===== src/rtl/ring_fetch_pkg.sv =====
package ring_fetch_pkg;

    typedef enum logic [2:0] {
        ST_IDLE,
        ST_CHECK,
        ST_REQ,
        ST_WAIT,
        ST_SKIP,
        ST_EXEC,
        ST_WBACK
    } rf_state_e;

    localparam logic [2:0] SEL_CTRL   = 3'd0;
    localparam logic [2:0] SEL_BASE   = 3'd1;
    localparam logic [2:0] SEL_RPTR   = 3'd2;
    localparam logic [2:0] SEL_WPTR   = 3'd3;
    localparam logic [2:0] SEL_WBADDR = 3'd4;

    localparam logic [7:0] OPC_PAD     = 8'h00;
    localparam logic [5:0] SZ_CODE_MIN = 6'd6;
    localparam logic [5:0] SZ_CODE_MAX = 6'd62;
    localparam int         SKIP_W      = 14;
    localparam int         DW_BYTES    = 4;

endpackage


===== src/rtl/ring_size_decode.sv =====
module ring_size_decode
    import ring_fetch_pkg::*;
#(
    parameter int PW = 32
) (
    input  logic [5:0]    code,
    output logic          legal,
    output logic [PW-1:0] mask
);
    logic [6:0] expo;

    always_comb begin
        legal = (code >= SZ_CODE_MIN) && (code <= SZ_CODE_MAX);
        expo  = {1'b0, code} + 7'd2;
        for (int i = 0; i < PW; i++) begin
            mask[i] = (i < int'(expo));
        end
    end
endmodule


===== src/rtl/ring_ptr_step.sv =====
module ring_ptr_step #(
    parameter int PW = 32
) (
    input  logic [PW-1:0] ptr,
    input  logic [PW-1:0] inc,
    input  logic [PW-1:0] mask,
    output logic [PW-1:0] nxt
);
    always_comb nxt = (ptr + inc) & mask;
endmodule


===== src/rtl/ring_cfg_regs.sv =====
module ring_cfg_regs
    import ring_fetch_pkg::*;
#(
    parameter int AW = 40,
    parameter int PW = 32
) (
    input  logic          clk,
    input  logic          rst_n,
    input  logic          busy,
    input  logic          wr_ctrl,
    input  logic          wr_base,
    input  logic          wr_wb,
    input  logic [AW-1:0] wdata,
    output logic [PW-1:0] mask,
    output logic [AW-1:0] base,
    output logic [AW-1:0] wb_addr,
    output logic          cfg_err
);
    localparam int RST_EXP = 8;

    logic          new_legal;
    logic [PW-1:0] new_mask;

    ring_size_decode #(.PW(PW)) u_dec (
        .code  (wdata[6:1]),
        .legal (new_legal),
        .mask  (new_mask)
    );

    always_ff @(posedge clk or negedge rst_n) begin
        if (!rst_n) begin
            mask    <= {{(PW-RST_EXP){1'b0}}, {RST_EXP{1'b1}}};
            base    <= '0;
            wb_addr <= '0;
            cfg_err <= 1'b0;
        end else if (!busy) begin
            if (wr_ctrl) begin
                if (new_legal) begin
                    mask    <= new_mask;
                    cfg_err <= 1'b0;
                end else begin
                    cfg_err <= 1'b1;
                end
            end
            if (wr_base) base    <= wdata;
            if (wr_wb)   wb_addr <= wdata;
        end
    end

    assert_cfg_err_R2: assert property (@(posedge clk) disable iff (!rst_n)
        (wr_ctrl && !busy && !new_legal) |=> cfg_err);

    assert_size_kept_R2: assert property (@(posedge clk) disable iff (!rst_n)
        (wr_ctrl && !new_legal) |=> $stable(mask));

    assert_base_ignored_R8: assert property (@(posedge clk) disable iff (!rst_n)
        (busy && wr_base) |=> $stable(base));

    assert_wb_ignored_R8: assert property (@(posedge clk) disable iff (!rst_n)
        (busy && wr_wb) |=> $stable(wb_addr));
endmodule


===== src/rtl/ring_fetch_fsm.sv =====
module ring_fetch_fsm
    import ring_fetch_pkg::*;
#(
    parameter int AW  = 40,
    parameter int PW  = 32,
    parameter int EXW = 16
) (
    input  logic           clk,
    input  logic           rst_n,
    input  logic           doorbell,
    input  logic [PW-1:0]  wptr_in,
    input  logic           rptr_load,
    input  logic [PW-1:0]  rptr_in,
    input  logic [PW-1:0]  mask,
    input  logic [AW-1:0]  base,
    input  logic [AW-1:0]  wb_addr,
    output logic           rd_req_valid,
    input  logic           rd_req_ready,
    output logic [AW-1:0]  rd_req_addr,
    input  logic           rd_rsp_valid,
    input  logic [31:0]    rd_rsp_data,
    output logic           exe_valid,
    output logic [31:0]    exe_header,
    input  logic           exe_done,
    input  logic [EXW-1:0] exe_bytes,
    output logic           wb_valid,
    input  logic           wb_ready,
    output logic [PW-1:0]  wb_data,
    output logic           busy,
    output logic           nop_warn
);
    rf_state_e         state_q, state_d;
    logic [PW-1:0]     rptr_q, wptr_q, glb_q;
    logic [SKIP_W-1:0] skip_q;
    logic [31:0]       hdr_q;
    logic              kick_q;
    logic [PW-1:0]     step_inc, rptr_adv;
    logic              ptr_eq, skip_left;

    assign ptr_eq    = (rptr_q == wptr_q);
    assign skip_left = (skip_q != '0);

    always_comb begin
        if (state_q == ST_EXEC) step_inc = {{(PW-EXW){1'b0}}, exe_bytes};
        else                    step_inc = PW'(DW_BYTES);
    end

    ring_ptr_step #(.PW(PW)) u_step (
        .ptr  (rptr_q),
        .inc  (step_inc),
        .mask (mask),
        .nxt  (rptr_adv)
    );

    // next-state logic
    always_comb begin
        state_d = state_q;
        unique case (state_q)
            ST_IDLE:  if (doorbell || kick_q) state_d = ST_CHECK;
            ST_CHECK: begin
                if (!ptr_eq)             state_d = ST_REQ;
                else if (wb_addr != '0)  state_d = ST_WBACK;
                else                     state_d = ST_IDLE;
            end
            ST_REQ:   if (rd_req_ready) state_d = ST_WAIT;
            ST_WAIT: begin
                if (rd_rsp_valid)
                    state_d = (rd_rsp_data[7:0] == OPC_PAD) ? ST_SKIP : ST_EXEC;
            end
            ST_SKIP:  if (!skip_left || ptr_eq) state_d = ST_CHECK;
            ST_EXEC:  if (exe_done) state_d = ST_CHECK;
            ST_WBACK: if (wb_ready) state_d = ST_IDLE;
            default:  state_d = ST_IDLE;
        endcase
    end

    // state register
    always_ff @(posedge clk or negedge rst_n) begin
        if (!rst_n) state_q <= ST_IDLE;
        else        state_q <= state_d;
    end

    // offsets, counters and flags
    always_ff @(posedge clk or negedge rst_n) begin
        if (!rst_n) begin
            rptr_q   <= '0;
            wptr_q   <= '0;
            glb_q    <= '0;
            skip_q   <= '0;
            hdr_q    <= '0;
            kick_q   <= 1'b0;
            nop_warn <= 1'b0;
        end else begin
            if (doorbell)                kick_q <= 1'b1;
            else if (state_q == ST_CHECK) kick_q <= 1'b0;

            if (doorbell) wptr_q <= wptr_in & mask;

            if (doorbell) nop_warn <= 1'b0;

            unique case (state_q)
                ST_IDLE: begin
                    if (rptr_load) begin
                        rptr_q <= rptr_in & mask;
                        glb_q  <= rptr_in;
                    end
                end
                ST_WAIT: begin
                    if (rd_rsp_valid) begin
                        rptr_q <= rptr_adv;
                        glb_q  <= glb_q + PW'(DW_BYTES);
                        skip_q <= rd_rsp_data[16 +: SKIP_W];
                        hdr_q  <= rd_rsp_data;
                    end
                end
                ST_SKIP: begin
                    if (skip_left && !ptr_eq) begin
                        rptr_q <= rptr_adv;
                        glb_q  <= glb_q + PW'(DW_BYTES);
                        skip_q <= skip_q - 1'b1;
                    end else if (skip_left) begin
                        nop_warn <= 1'b1;
                        skip_q   <= '0;
                    end
                end
                ST_EXEC: begin
                    if (exe_done) begin
                        rptr_q <= rptr_adv;
                        glb_q  <= glb_q + step_inc;
                    end
                end
                default: ;
            endcase
        end
    end

    // outputs
    always_comb begin
        busy         = (state_q != ST_IDLE);
        rd_req_valid = (state_q == ST_REQ);
        exe_valid    = (state_q == ST_EXEC);
        wb_valid     = (state_q == ST_WBACK);
        rd_req_addr  = base + {{(AW-PW){1'b0}}, rptr_q};
        exe_header   = hdr_q;
        wb_data      = glb_q;
    end

    // single-outstanding tracker for the checks below
    logic outst_q;
    always_ff @(posedge clk or negedge rst_n) begin
        if (!rst_n)                           outst_q <= 1'b0;
        else if (rd_req_valid && rd_req_ready) outst_q <= 1'b1;
        else if (rd_rsp_valid)                 outst_q <= 1'b0;
    end

    assert_req_hold_R3: assert property (@(posedge clk) disable iff (!rst_n)
        (rd_req_valid && !rd_req_ready) |=> (rd_req_valid && $stable(rd_req_addr)));

    assert_one_outstanding_R3: assert property (@(posedge clk) disable iff (!rst_n)
        rd_req_valid |-> !outst_q);

    assert_clip_warn_R5: assert property (@(posedge clk) disable iff (!rst_n)
        (state_q == ST_SKIP && skip_left && ptr_eq) |=> nop_warn);

    assert_exe_not_pad_R6: assert property (@(posedge clk) disable iff (!rst_n)
        exe_valid |-> (exe_header[7:0] != OPC_PAD));

    assert_exe_hold_R6: assert property (@(posedge clk) disable iff (!rst_n)
        (exe_valid && !exe_done) |=> (exe_valid && $stable(exe_header)));

    assert_wb_nonzero_R7: assert property (@(posedge clk) disable iff (!rst_n)
        wb_valid |-> (wb_addr != '0));

    assert_drain_idle_R7: assert property (@(posedge clk) disable iff (!rst_n)
        (wb_valid && wb_ready) |=> !busy);

    assert_rptr_ignored_R8: assert property (@(posedge clk) disable iff (!rst_n)
        (busy && rptr_load && state_q != ST_WAIT && state_q != ST_SKIP && state_q != ST_EXEC)
            |=> $stable(rptr_q));
endmodule


===== src/rtl/ring_fetch_seq.sv =====
module ring_fetch_seq
    import ring_fetch_pkg::*;
#(
    parameter int AW  = 40,
    parameter int PW  = 32,
    parameter int EXW = 16
) (
    input  logic           clk,
    input  logic           rst_n,
    input  logic           reg_wr,
    input  logic [2:0]     reg_sel,
    input  logic [AW-1:0]  reg_wdata,
    output logic           rd_req_valid,
    input  logic           rd_req_ready,
    output logic [AW-1:0]  rd_req_addr,
    input  logic           rd_rsp_valid,
    input  logic [31:0]    rd_rsp_data,
    output logic           exe_valid,
    output logic [31:0]    exe_header,
    input  logic           exe_done,
    input  logic [EXW-1:0] exe_bytes,
    output logic           wb_valid,
    input  logic           wb_ready,
    output logic [AW-1:0]  wb_addr,
    output logic [PW-1:0]  wb_data,
    output logic           busy,
    output logic           cfg_err,
    output logic           nop_warn
);
    logic          wr_ctrl, wr_base, wr_rptr, wr_wptr, wr_wb;
    logic [PW-1:0] mask;
    logic [AW-1:0] base;

    assign wr_ctrl = reg_wr && (reg_sel == SEL_CTRL);
    assign wr_base = reg_wr && (reg_sel == SEL_BASE);
    assign wr_rptr = reg_wr && (reg_sel == SEL_RPTR);
    assign wr_wptr = reg_wr && (reg_sel == SEL_WPTR);
    assign wr_wb   = reg_wr && (reg_sel == SEL_WBADDR);

    ring_cfg_regs #(.AW(AW), .PW(PW)) u_cfg (
        .clk     (clk),
        .rst_n   (rst_n),
        .busy    (busy),
        .wr_ctrl (wr_ctrl),
        .wr_base (wr_base),
        .wr_wb   (wr_wb),
        .wdata   (reg_wdata),
        .mask    (mask),
        .base    (base),
        .wb_addr (wb_addr),
        .cfg_err (cfg_err)
    );

    ring_fetch_fsm #(.AW(AW), .PW(PW), .EXW(EXW)) u_fsm (
        .clk          (clk),
        .rst_n        (rst_n),
        .doorbell     (wr_wptr),
        .wptr_in      (reg_wdata[PW-1:0]),
        .rptr_load    (wr_rptr),
        .rptr_in      (reg_wdata[PW-1:0]),
        .mask         (mask),
        .base         (base),
        .wb_addr      (wb_addr),
        .rd_req_valid (rd_req_valid),
        .rd_req_ready (rd_req_ready),
        .rd_req_addr  (rd_req_addr),
        .rd_rsp_valid (rd_rsp_valid),
        .rd_rsp_data  (rd_rsp_data),
        .exe_valid    (exe_valid),
        .exe_header   (exe_header),
        .exe_done     (exe_done),
        .exe_bytes    (exe_bytes),
        .wb_valid     (wb_valid),
        .wb_ready     (wb_ready),
        .wb_data      (wb_data),
        .busy         (busy),
        .nop_warn     (nop_warn)
    );

    assert_reset_quiet_R9: assert property (@(posedge clk) disable iff (!rst_n)
        !busy |-> (!rd_req_valid && !exe_valid && !wb_valid));
endmodule


===== config.mk =====
export PLATFORM = sky130hd
export DESIGN_NAME = ring_fetch_seq
export DESIGN_NICKNAME = d
export VERILOG_FILES = /design/src/rtl/ring_fetch_pkg.sv /design/src/rtl/ring_size_decode.sv /design/src/rtl/ring_ptr_step.sv /design/src/rtl/ring_cfg_regs.sv /design/src/rtl/ring_fetch_fsm.sv /design/src/rtl/ring_fetch_seq.sv
export SDC_FILE = /design/constraint.sdc
export NUM_CORES = 1
export LEC_CHECK = 0
export BUFFER_PORTS_ARGS = -buffer_cell sky130_fd_sc_hd__buf_2
export CAP_MARGIN = 15
export CORE_ASPECT_RATIO = 0.9
export CORE_MARGIN = 2
export CORE_UTILIZATION = 32
export CTS_BUF_LIST = sky130_fd_sc_hd__clkbuf_2 sky130_fd_sc_hd__clkbuf_4 sky130_fd_sc_hd__clkbuf_8
export CTS_CLUSTER_SIZE = 16
export DETAILED_ROUTE_END_ITERATION = 8
export SETUP_SLACK_MARGIN = 0.05
export SLEW_MARGIN = 15
export SYNTH_ARGS = -nofsm -noshare
export SYNTH_HDL_FRONTEND = slang
export SYNTH_SLANG_ARGS = --single-unit

===== constraint.sdc =====
create_clock -name clk -period 6.25 [get_ports clk]
set_input_delay 0.625 -clock clk [delete_from_list [all_inputs] [get_ports clk]]
set_output_delay 0.625 -clock clk [all_outputs]
set_load 0.05 [all_outputs]

=== Word level (Yosys, flattened, before mapping) ===
Index checks and enable logic that the tools add are counted.

* $add $sub $neg: 6
* $lt $le $gt $ge: 34
* Eq/ne operators: 20
* Mux-type cells: 32
* Bitwise operators: 3
* Reductions and logical operators: 28

{| class="wikitable"
|+ Operators by type and width
! cell !! count
|-
| $mux 32 || 8
|-
| $pmux 32 s4 || 2
|-
| $lt 5x7->1 const A || 16
|-
| $and 32x32->32 || 2
|-
| $lt 4x7->1 const A || 8
|-
| $mux 14 || 3
|-
| $add 40x32->40 || 1
|-
| $reduce_bool 40->1 || 1
|-
| $add 32x16->32 || 1
|-
| $add 32x3->32 const B || 1
|-
| $add 32x32->32 || 1
|-
| $eq 32x32->1 || 1
|-
| $lt 3x7->1 const A || 4
|-
| $pmux 14 s2 || 1
|-
| $mux 3 || 8
|-
| $pmux 3 s7 || 1
|-
| $mux 16 || 1
|-
| $lt 1x7->1 const A || 2
|-
| $lt 2x7->1 const A || 2
|-
| $ne 2x1->1 const B || 7
|-
| $reduce_bool 14->1 || 1
|-
| $sub 14x1->14 const B || 1
|-
| $eq 3x2->1 const B || 4
|-
| $eq 3x3->1 const B || 4
|-
| 20 further kinds || 42
|}

* Flip-flop bits (word level): 260
* Input port bits: 98
* Output and inout port bits: 150
* Logic and storage cells: 135

=== Depth between registers and ports, before layout ===
Gate-level depths: netlist (run 1).

* Word-level depth: 6
* Mapped depth: 22
* Gate-level depth less buffers: 14

=== By module ===
Synthesis (run 1) repeated with hierarchy kept, for this count alone.

* Cell total of the unflattened synthesis: 1967
* Area, all modules: 17912.2 µm²

{| class="wikitable"
|+ Modules (own cells, without submodules)
! module !! instances !! cells an instance !! area each (µm²) !! seq. area each (µm²)
|-
| ring_fetch_fsm || 1 || 1297 || 10719.0 || 3678.5
|-
| ring_cfg_regs || 1 || 241 || 4357.9 || 2837.7
|-
| ring_ptr_step || 1 || 290 || 1930.6 || 0.0
|-
| ring_size_decode || 1 || 134 || 840.8 || 0.0
|-
| ring_fetch_seq || 1 || 5 || 63.8 || 0.0
|}

=== Worst setup path after synthesis (run 1) ===
No wires, ideal clock.

* Kind: register to register
* Start point: reg u_fsm.state_q[2]
* End point: reg u_fsm.glb_q[17], in the netlist u_fsm.wb_data[17]
* Library setup time: 0.064 ns
* Data arrival time: 4.773 ns
* Required time: 6.186 ns
* Setup slack: 1.413 ns
* Cell stages (with the launch flop): 21
* Clock period less this slack: 4.837 ns
* Cells stage by stage: dfrtp_1 > buf_4 > nand3b_4 > inv_2 > buf_4 > buf_4 > buf_2 > clkbuf_1 > clkbuf_1 > clkbuf_1 > and2_1 > ha_1 > o211ai_1 > a21o_1 > a221oi_2 > a31oi_1 > a211oi_2 > o22ai_1 > or4b_1 > a31oi_1 > a21o_1

* Longest elaborated chain between the ends: 5

{| class="wikitable"
|+ Ends and longest elaborated chain
! element !! RTL line !! text
|-
| start, declared || ring_fetch_fsm.sv:32 || <nowiki>rf_state_e state_q, state_d;</nowiki>
|-
| start signal, assigned || ring_fetch_fsm.sv:80 || <nowiki>else state_q <= state_d;</nowiki>
|-
| $eq 3x3->1 (*) || n/a ||
|-
| named net exe_valid || ring_fetch_seq.sv:18 || <nowiki>output logic exe_valid,</nowiki>
|-
| $mux 16 || ring_fetch_fsm.sv:44 || <nowiki>if (state_q == ST_EXEC) step_inc = {{(PW-EXW){1'b0}}, exe_bytes};</nowiki>
|-
| $add 32x32->32 || ring_fetch_fsm.sv:129 || <nowiki>glb_q <= glb_q + step_inc;</nowiki>
|-
| $mux 32 || ring_fetch_fsm.sv:127 || <nowiki>if (exe_done) begin</nowiki>
|-
| $pmux 32 s4 || ring_fetch_fsm.sv:101 || <nowiki>unique case (state_q)</nowiki>
|-
| end signal, assigned || ring_fetch_fsm.sv:105 || <nowiki>glb_q <= rptr_in;</nowiki>
|-
| end signal, assigned || ring_fetch_fsm.sv:111 || <nowiki>glb_q <= glb_q + PW'(DW_BYTES);</nowiki>
|-
| end signal, assigned || ring_fetch_fsm.sv:129 ||
|-
| end, declared || ring_fetch_fsm.sv:33 || <nowiki>logic [PW-1:0] rptr_q, wptr_q, glb_q;</nowiki>
|}

The timed path passes the listed nets; every way through them passes the cells marked *. The select of a mux whose other input is x is not followed.
A chain may end at the register's enable or synchronous reset.

=== Worst setup path in the final report (run 1) ===
* Start point: reg u_fsm.rptr_q[0]
* End point: out rd_req_addr[38]

* Longest elaborated chain between the ends: 1

{| class="wikitable"
|+ Ends and longest elaborated chain
! element !! RTL line !! text
|-
| start, declared || ring_fetch_fsm.sv:33 ||
|-
| start signal, assigned || ring_fetch_fsm.sv:104 || <nowiki>rptr_q <= rptr_in & mask;</nowiki>
|-
| start signal, assigned || ring_fetch_fsm.sv:110 || <nowiki>rptr_q <= rptr_adv;</nowiki>
|-
| start signal, assigned || ring_fetch_fsm.sv:118 || <nowiki>rptr_q <= rptr_adv;</nowiki>
|-
| $add 40x32->40 || ring_fetch_fsm.sv:143 || <nowiki>rd_req_addr = base + {{(AW-PW){1'b0}}, rptr_q};</nowiki>
|-
| end, declared || ring_fetch_seq.sv:15 || <nowiki>output logic [AW-1:0] rd_req_addr,</nowiki>
|}

No other way between the ends.

==> key figures, run 1 <==
Status
  – Outcome: completed

Timing
  – Minimum setup slack in the final design: 1.001 ns
  – Final-report max-slew violation count: 0
  – Final setup fails: 0
  – Portion of the clock cycle consumed by the worst path in the final layout: 83.98%
  – Peak clock frequency supported by timing: 190.5 MHz
  – Shortest clock period the worst path allows after layout: 5.249 ns
  – Number of hold violations in the final report: 0
  – RSZ-0062 raised after global routing: no
  – Least-Margin Pin Slew: 1.093 ns
  – Slew margin rel.: 27.16%
  – Minimum hold slack: 0.06102 ns
  – Setup skew after layout: 0.03544 ns
  – Setup TNS: 0 ns

Logic synthesis
  – Ranking of synthesized cells by instance count: sky130_fd_sc_hd__nand2_1 (253), sky130_fd_sc_hd__dfrtp_1 (252), sky130_fd_sc_hd__o21ai_0 (172)
  – Synth warnings: 0
  – #FFs+latches synth: 260
  – Syn avg cell area: 8.871 um^2
  – Top flip-flop cell by instance count after synthesis: sky130_fd_sc_hd__dfrtp_1
  – Yosys top cell area share: 36.66%
  – Synth area leader: sky130_fd_sc_hd__dfrtp_1
  – Post-Syn Area: 17200 um^2
  – Sequential share of the synthesized area: 37.88%
  – Count of cell types in the netlist: 94
  – Most frequently used cell type in the post-synthesis netlist: sky130_fd_sc_hd__nand2_1
  – Cell count after synthesis: 1939
  – Ys async rst share: 100.0%
  – Mapped Nets: 2092
  – Number of synthesized flops with an enable pin: 0
  – Leading post-synthesis cells by cell area: sky130_fd_sc_hd__dfrtp_1 (37%), sky130_fd_sc_hd__mux2_2 (7.3%), sky130_fd_sc_hd__nand2_1 (5.5%)

Critical path
  – CP peak stage delay: 0.52 ns
  – Data arrival, critical path: 4.62 ns
  – CP max stage cell: sky130_fd_sc_hd__o22ai_1
  – Top fanout value on the critical path: 5
  – Kind of end point of the critical path: output pin
  – CP cell instances: ha_1 > inv_1 > fa_1 > nor2b_1 > o21ai_0 > a211oi_1 > o311a_1 > o22ai_1 > o221ai_1 > a21oi_1 > nor2_1 > xor2_1 > buf_2
  – Worst setup SP type: register
  – Crit path required time: 5.62 ns
  – Startpoint-to-endpoint class of the critical path: register to output pin

Cells and area
  – Area Overhead vs Synth: 16.77%
  – Final instance area: 20090 um^2
  – Fraction of layout instances using a drive strength above 1: 24.12%
  – Number of nets in the finished design: 2293
  – Post-route non-filler standard cell count: 2875
  – Fraction of the core area covered by cells at the end of the flow: 37.86%
  – Total of fill cells in the finished design: 5438

Clock network
  – Clock slew at reported path FFs: 0.06 ns
  – Hold-fix buffer count after cts: 0
  – CTS sink cnt: 260
  – Clock insertion delay at the later pin of the skew report: 0.66 ns
  – H-Tree Level Count: 2
  – Clock buffers created by TritonCTS: 49
  – Setup repair bufs after CTS: 0
  – Clock tree from TritonCTS: yes
  – Number of gates given a new drive strength after cts: 0
  – CTS root buffer: sky130_fd_sc_hd__clkbuf_8
  – Clock Path Buffers: 3

Detailed routing
  – Vias per inst: 5.611
  – Total wirelength of the detailed-routed design: 61480 um
  – Total number of vias: 16133
  – Residual DRC count: 0
  – First-pass detailed-route iteration total: 5
  – Routed len/inst: 21.39 um
  – Antenna violation net count after detailed routing: 0
  – Iter 0 DRT Violations: 1405

Floorplan
  – Die extent in y: 224.0 um
  – Cell Rows: 80
  – Area of the core: 53050 um^2
  – Initial Util: 32.42%
  – Die width: 248.4 um
  – Total Die Area: 55630 um^2
  – IO Count: 248

Placed design
  – Worst slack, placed: 1.834 ns
  – Post-detailed-placement half-perimeter wirelength: 45010 um
  – Placed cell area: 19040 um^2
  – RD Place Congestion: 0.9189
  – Placed Instances: 2786
  – IO buf count: 247

Global routing
  – Total congestion overflow after global routing: 0
  – Antenna violations before repair: 2
  – Wire length of the first global-routing pass: 92850 um
  – Largest net degree at the start of global routing: 124
  – Total Routing Usage GR: 21.65%
  – Number of global-route vias before repair: 15341

Run
  – Max-cap violations: 0

Power
  – Total power of the final layout: 12.02 mW
  – Maximum resistive drop on vdd: 0.8076 mV
  – Power per cell area: 598.3 nW/um^2
  – Static Leak: 9.295 nW

Hold path
  – Type of the tightest min-delay check: input pin to async pin
-- sequential cells by signal (all words and copies together) (netlist names) --
signal            cells
u_cfg.mask           32
u_fsm.exe_header     32
u_fsm.state_q         3
u_fsm.wptr_q         32
u_fsm.rptr_q         32
u_fsm.wb_data        32
u_fsm.skip_q         14
u_fsm.kick_q          1
u_cfg.cfg_err         1
u_cfg.wb_addr        40
u_fsm.nop_warn        1
u_cfg.base           40
-- cells by family after synthesis --
group / after synthesis / share of synthesized area [%]
buffers and inverters: 168 / 3.906
and+or+nand+nor: 629 / 17.60
xor gates and xnor gates: 125 / 6.365
muxes: 121 / 7.885
adders and majority gates: 58 / 4.219
AOI/OAI and AO/OA: 578 / 22.15
DFF: 260 / 37.88
-- critical path, delay by kind of cell (launching register included) --
family	cells	cell delay, ns
AOI/OAI and AO/OA	6	2.35
and+or+nand+nor	2	0.18
DFF	1	0.43
adders and majority gates	2	0.44
xor gates and xnor gates	1	0.20
buffers and inverters	2	0.37
-- per-layer routing --
layer,up-vias,part of all wire (%),GRT usage [%],routed length (um)
met1,7874,44,29.71,27210
met5,-,0.016,0,10
li1,7526,-,-,-
met4,2,3.6,8.775,2226
met3,113,7.8,4.852,4797
met2,618,44,32.85,27240
-- worst paths after layout --
path | start | end | slack (ns) | depth (start not counted)
worst max-delay path | u_fsm.rptr_q[0] | rd_req_addr[38] | 1.00 | 13
worst min-delay path | rst_n | u_cfg.wb_addr[26] | 0.06 | 1
worst max register to register | u_fsm.state_q[2] | u_fsm.rptr_q[17] | 1.90 | 13
worst min register to register | u_cfg.mask[7] | u_cfg.mask[7] | 0.48 | 2
max in group asynchronous | rst_n | u_cfg.mask[21] | 4.58 | 2
min in group clk | rd_rsp_data[14] | u_fsm.exe_header[14] | 0.23 | 2
-- power breakdown --
part / internal (mW) / switching (mW) / total, mW
clock: 1.00 / 0.805 / 1.81
sequential: 2.42 / 0.880 / 3.30
combinational: 2.06 / 4.85 / 6.91
-- layout make-up --
type	count	area, um^2	area share [%]
repair buffers	269	1411	7.027
diodes	1	2.502	0.01246
clock inverters	8	50.05	0.2492
flip-flops and latches	260	6516	32.44
inverters	49	183.9	0.9157
multi-input cells	1511	10050	50.06
well taps	697	872.1	4.342
clock buffers	80	994.7	4.952
-- layout by cell type, fill, tap and decap left out, types with 8 or more instances in the layout --
cell	count
sky130_fd_sc_hd__o21ai_0	172
sky130_fd_sc_hd__a31oi_1	39
sky130_fd_sc_hd__nor2b_1	9
sky130_fd_sc_hd__a32o_1	8
sky130_fd_sc_hd__clkbuf_8	63
sky130_fd_sc_hd__a31o_2	14
sky130_fd_sc_hd__a21o_1	36
sky130_fd_sc_hd__and3_1	22
sky130_fd_sc_hd__a211oi_1	14
sky130_fd_sc_hd__xor2_1	65
sky130_fd_sc_hd__a21oi_1	102
sky130_fd_sc_hd__and2_1	17
sky130_fd_sc_hd__or3_1	10
sky130_fd_sc_hd__a22oi_1	19
sky130_fd_sc_hd__a221oi_1	11
sky130_fd_sc_hd__mux2_2	112
sky130_fd_sc_hd__o22ai_1	21
sky130_fd_sc_hd__mux2i_1	8
sky130_fd_sc_hd__clkbuf_4	17
sky130_fd_sc_hd__buf_2	246
sky130_fd_sc_hd__nand4_1	21
sky130_fd_sc_hd__nor2_1	125
sky130_fd_sc_hd__o2111ai_1	10
sky130_fd_sc_hd__a22o_1	8
sky130_fd_sc_hd__xnor2_1	60
sky130_fd_sc_hd__buf_4	22
sky130_fd_sc_hd__o21a_1	11
sky130_fd_sc_hd__ha_1	54
sky130_fd_sc_hd__dfstp_2	8
sky130_fd_sc_hd__nor4_1	32
sky130_fd_sc_hd__inv_1	47
sky130_fd_sc_hd__nor3_1	30
sky130_fd_sc_hd__nand3_1	46
sky130_fd_sc_hd__o31a_1	9
sky130_fd_sc_hd__o211ai_1	16
sky130_fd_sc_hd__o31ai_1	9
sky130_fd_sc_hd__nand2_1	253
sky130_fd_sc_hd__nand2b_1	13
sky130_fd_sc_hd__dfrtp_1	252
Note: power is estimated with default switching activity, not from simulation.
==> inputs of run 2 (changes only) <==
==> constraint.sdc (replaced) <==
create_clock -name clk -period 4.8 [get_ports clk]
set_input_delay 0.48 -clock clk [delete_from_list [all_inputs] [get_ports clk]]
set_output_delay 0.48 -clock clk [all_outputs]
set_load 0.05 [all_outputs]
==> run 2 against run 1 <==
Against the previous run: worst hold slack improved by 0.013 ns; sequential share of layout area decreased by 0.32 points; clock power increased by 36%; via count increased by 0.55%; final cell count increased by 0.24%; routed wire length decreased by 0.28%; critical path type unchanged; critical endpoint is now rd_req_addr[36]; largest cell class unchanged; largest power group unchanged.
==> key figures, run 2 (same netlist as run 1, synthesis figures left out) <==
Detailed routing
  – Highest metal layer with signal wires: met5
  – Routed len/inst: 21.27 um
  – First-pass detailed-route iteration total: 9
  – Met3 wire length: 4574 um
  – Total number of vias: 16222
  – M1 WL: 27230 um
  – Residual DRC count: 0
  – Antenna violation net count after detailed routing: 0
  – Detailed-routed wire length on met2: 27900 um
  – Vias per inst: 5.629
  – Iter 0 DRT Violations: 1606
  – Total wirelength of the detailed-routed design: 61310 um

Floorplan
  – Die width: 248.4 um
  – Total Die Area: 55630 um^2
  – Initial Util: 32.42%
  – IO Count: 248
  – Die extent in y: 224.0 um
  – Cell Rows: 80
  – Area of the core: 53050 um^2

Global routing
  – Total congestion overflow after global routing: 0
  – Largest net degree at the start of global routing: 103
  – Number of global-route vias before repair: 15547
  – Total Routing Usage GR: 21.64%
  – Wire length of the first global-routing pass: 93540 um
  – Antenna violations before repair: 5

Clock network
  – Clock tree from TritonCTS: yes
  – Clock Path Buffers: 3
  – CTS sink cnt: 260
  – H-Tree Level Count: 2
  – Clock slew at reported path FFs: 0.07 ns
  – Clock insertion delay at the later pin of the skew report: 0.65 ns
  – CTS root buffer: sky130_fd_sc_hd__clkbuf_8
  – Clock buffers created by TritonCTS: 49

Critical path
  – Data arrival, critical path: 4.07 ns
  – Category of cells accounting for the largest share of critical-path delay: compound AO/OA/AOI/OAI gates
  – Crit path required time: 4.32 ns
  – Kind of end point of the critical path: output pin
  – Top fanout value on the critical path: 13
  – Startpoint-to-endpoint class of the critical path: register to output pin
  – CP max stage cell: sky130_fd_sc_hd__dfrtp_1
  – Count of buffer and inverter cells on the critical path: 1
  – Worst setup SP type: register
  – CP cell instances: ha_2 > nand3_1 > or3_1 > a211oi_2 > o311a_4 > o22ai_2 > o221ai_1 > a21oi_1 > nor2_1 > xor2_1 > buf_2
  – CP peak stage delay: 0.53 ns

Cells and area
  – Post-route non-filler standard cell count: 2882
  – Fraction of layout instances using a drive strength above 1: 24.79%
  – Area Overhead vs Synth: 18.01%
  – Total of fill cells in the finished design: 5380
  – Highest-count cells in the layout ignoring fill and taps: sky130_fd_sc_hd__nand2_1 (253), sky130_fd_sc_hd__dfrtp_1 (249), sky130_fd_sc_hd__buf_2 (246)
  – Area of all sequential standard cells: 6520 um^2
  – Combined area of the multi-input logic cells: 10100 um^2
  – Most frequent standard cell in the layout excluding fill and tap cells: sky130_fd_sc_hd__nand2_1
  – Regs by FF count: u_cfg.base x40, u_cfg.wb_addr x40
  – Number of nets in the finished design: 2299

Run
  – Max-cap violations: 0

Power
  – Maximum resistive drop on vdd: 1.075 mV
  – Static Leak: 9.356 nW
  – Power per cell area: 782.0 nW/um^2

Placed design
  – Post-detailed-placement half-perimeter wirelength: 44790 um
  – Placed Instances: 2791
  – RD Place Congestion: 0.9461
  – IO buf count: 247

Timing
  – RSZ-0062 raised after global routing: no
  – Shortest clock period the worst path allows after layout: 4.547 ns
  – Portion of the clock cycle consumed by the worst path in the final layout: 94.73%
  – Number of hold violations in the final report: 0
  – Final-report max-slew violation count: 0
  – Setup TNS: 0 ns
  – Setup skew after layout: 0.04422 ns
  – Slew margin rel.: 35.19%
  – Peak clock frequency supported by timing: 219.9 MHz
  – Final setup fails: 0
  – Least-Margin Pin Slew: 0.9669 ns

Status
  – Outcome: completed

Hold path
  – Type of the tightest min-delay check: input pin to register
[run 2: changes by cell type in the layout (fill, tap and decap cells not counted), moves of 4 or more]
cell	before	now
sky130_fd_sc_hd__buf_12	0	5
sky130_fd_sc_hd__ha_2	0	5
sky130_fd_sc_hd__ha_1	54	49
sky130_fd_sc_hd__clkbuf_4	17	13
[run 2: metrics by stage]
step / setup WS [ns] / instance area (um^2) / hold slack [ns] / utilization (%) / power, mW
2_1_floorplan: 0.2458 / 17200 / 0.1844 / - / 10.62
3_3_place_gp: 0.5949 / 19140 / 0.4613 / 36.08 / 13.16
3_5_place_dp: 0.5500 / 19140 / 0.4660 / 36.08 / 13.33
4_1_cts: 0.09584 / 20260 / 0.01531 / 38.19 / 15.86
5_1_grt: 0.08618 / 20300 / 0.04601 / 38.26 / 16.81
6_report: 0.2529 / 20300 / 0.07398 / 38.26 / 15.87
[run 2: path summary, 6_finish.rpt]
check | start | to | slack (ns) | depth (start not counted)
min in group asynchronous | rst_n | u_cfg.wb_addr[26] | 0.47 | 2
min reg2reg | u_cfg.mask[7] | u_cfg.mask[7] | 0.47 | 2
max reg2reg | u_fsm.state_q[0] | u_fsm.rptr_q[31] | 0.97 | 14
max | u_fsm.rptr_q[8] | rd_req_addr[36] | 0.25 | 11
min | rd_rsp_data[15] | u_fsm.exe_header[15] | 0.07 | 2
max in group asynchronous | rst_n | u_fsm.wb_data[3] | 3.15 | 3
[run 2: report_power, final]
part | switching [mW] | internal [mW]
clock network | 1.04 | 1.42
logic | 6.40 | 2.75
registers | 1.10 | 3.15
total | 8.55 | 7.33
[run 2: routing by layer]
metal | vias to the layer above | GRT usage, %
met2 | 660 | 33.77
met4 | 4 | 6.490
met5 | - | 0
met1 | 7896 | 30.30
met3 | 103 | 4.037
li1 | 7559 | -
[run 2: layout make-up]
type                       instances  share of cell area (%)
clock inverter                    12                  0.7273
multi-input combinational       1511                   49.73
inverter                          49                  0.9061
timing repair buffer             275                   7.495
clock buffer                      75                   4.684
tap                              697                   4.296
antenna                            3                 0.03698
sequential                       260                   32.12
[run 2: worst register-to-register path: stages (launching register included)]
cell and delay, ns:
sky130_fd_sc_hd__dfrtp_1 0.32, sky130_fd_sc_hd__buf_4 0.22, sky130_fd_sc_hd__nand3b_4 0.13, sky130_fd_sc_hd__inv_2 0.10
sky130_fd_sc_hd__nand2b_1 0.13, sky130_fd_sc_hd__ha_1 0.33, sky130_fd_sc_hd__and2_1 0.15, sky130_fd_sc_hd__nor3b_1 0.39
sky130_fd_sc_hd__a2111oi_4 0.15, sky130_fd_sc_hd__nor4_4 0.43, sky130_fd_sc_hd__nand3b_1 0.13, sky130_fd_sc_hd__a31oi_1 0.49
sky130_fd_sc_hd__o2111ai_1 0.25, sky130_fd_sc_hd__a31o_2 0.29, sky130_fd_sc_hd__a32o_1 0.19
[run 2: repair_timing]
action	in CTS	in global routing
endpoints found under the setup margin	5	9
pin swaps	0	0
setup buffers	0	0
hold buffers	1	0
gates resized for setup	2	11
hold endpoints to repair	99	0
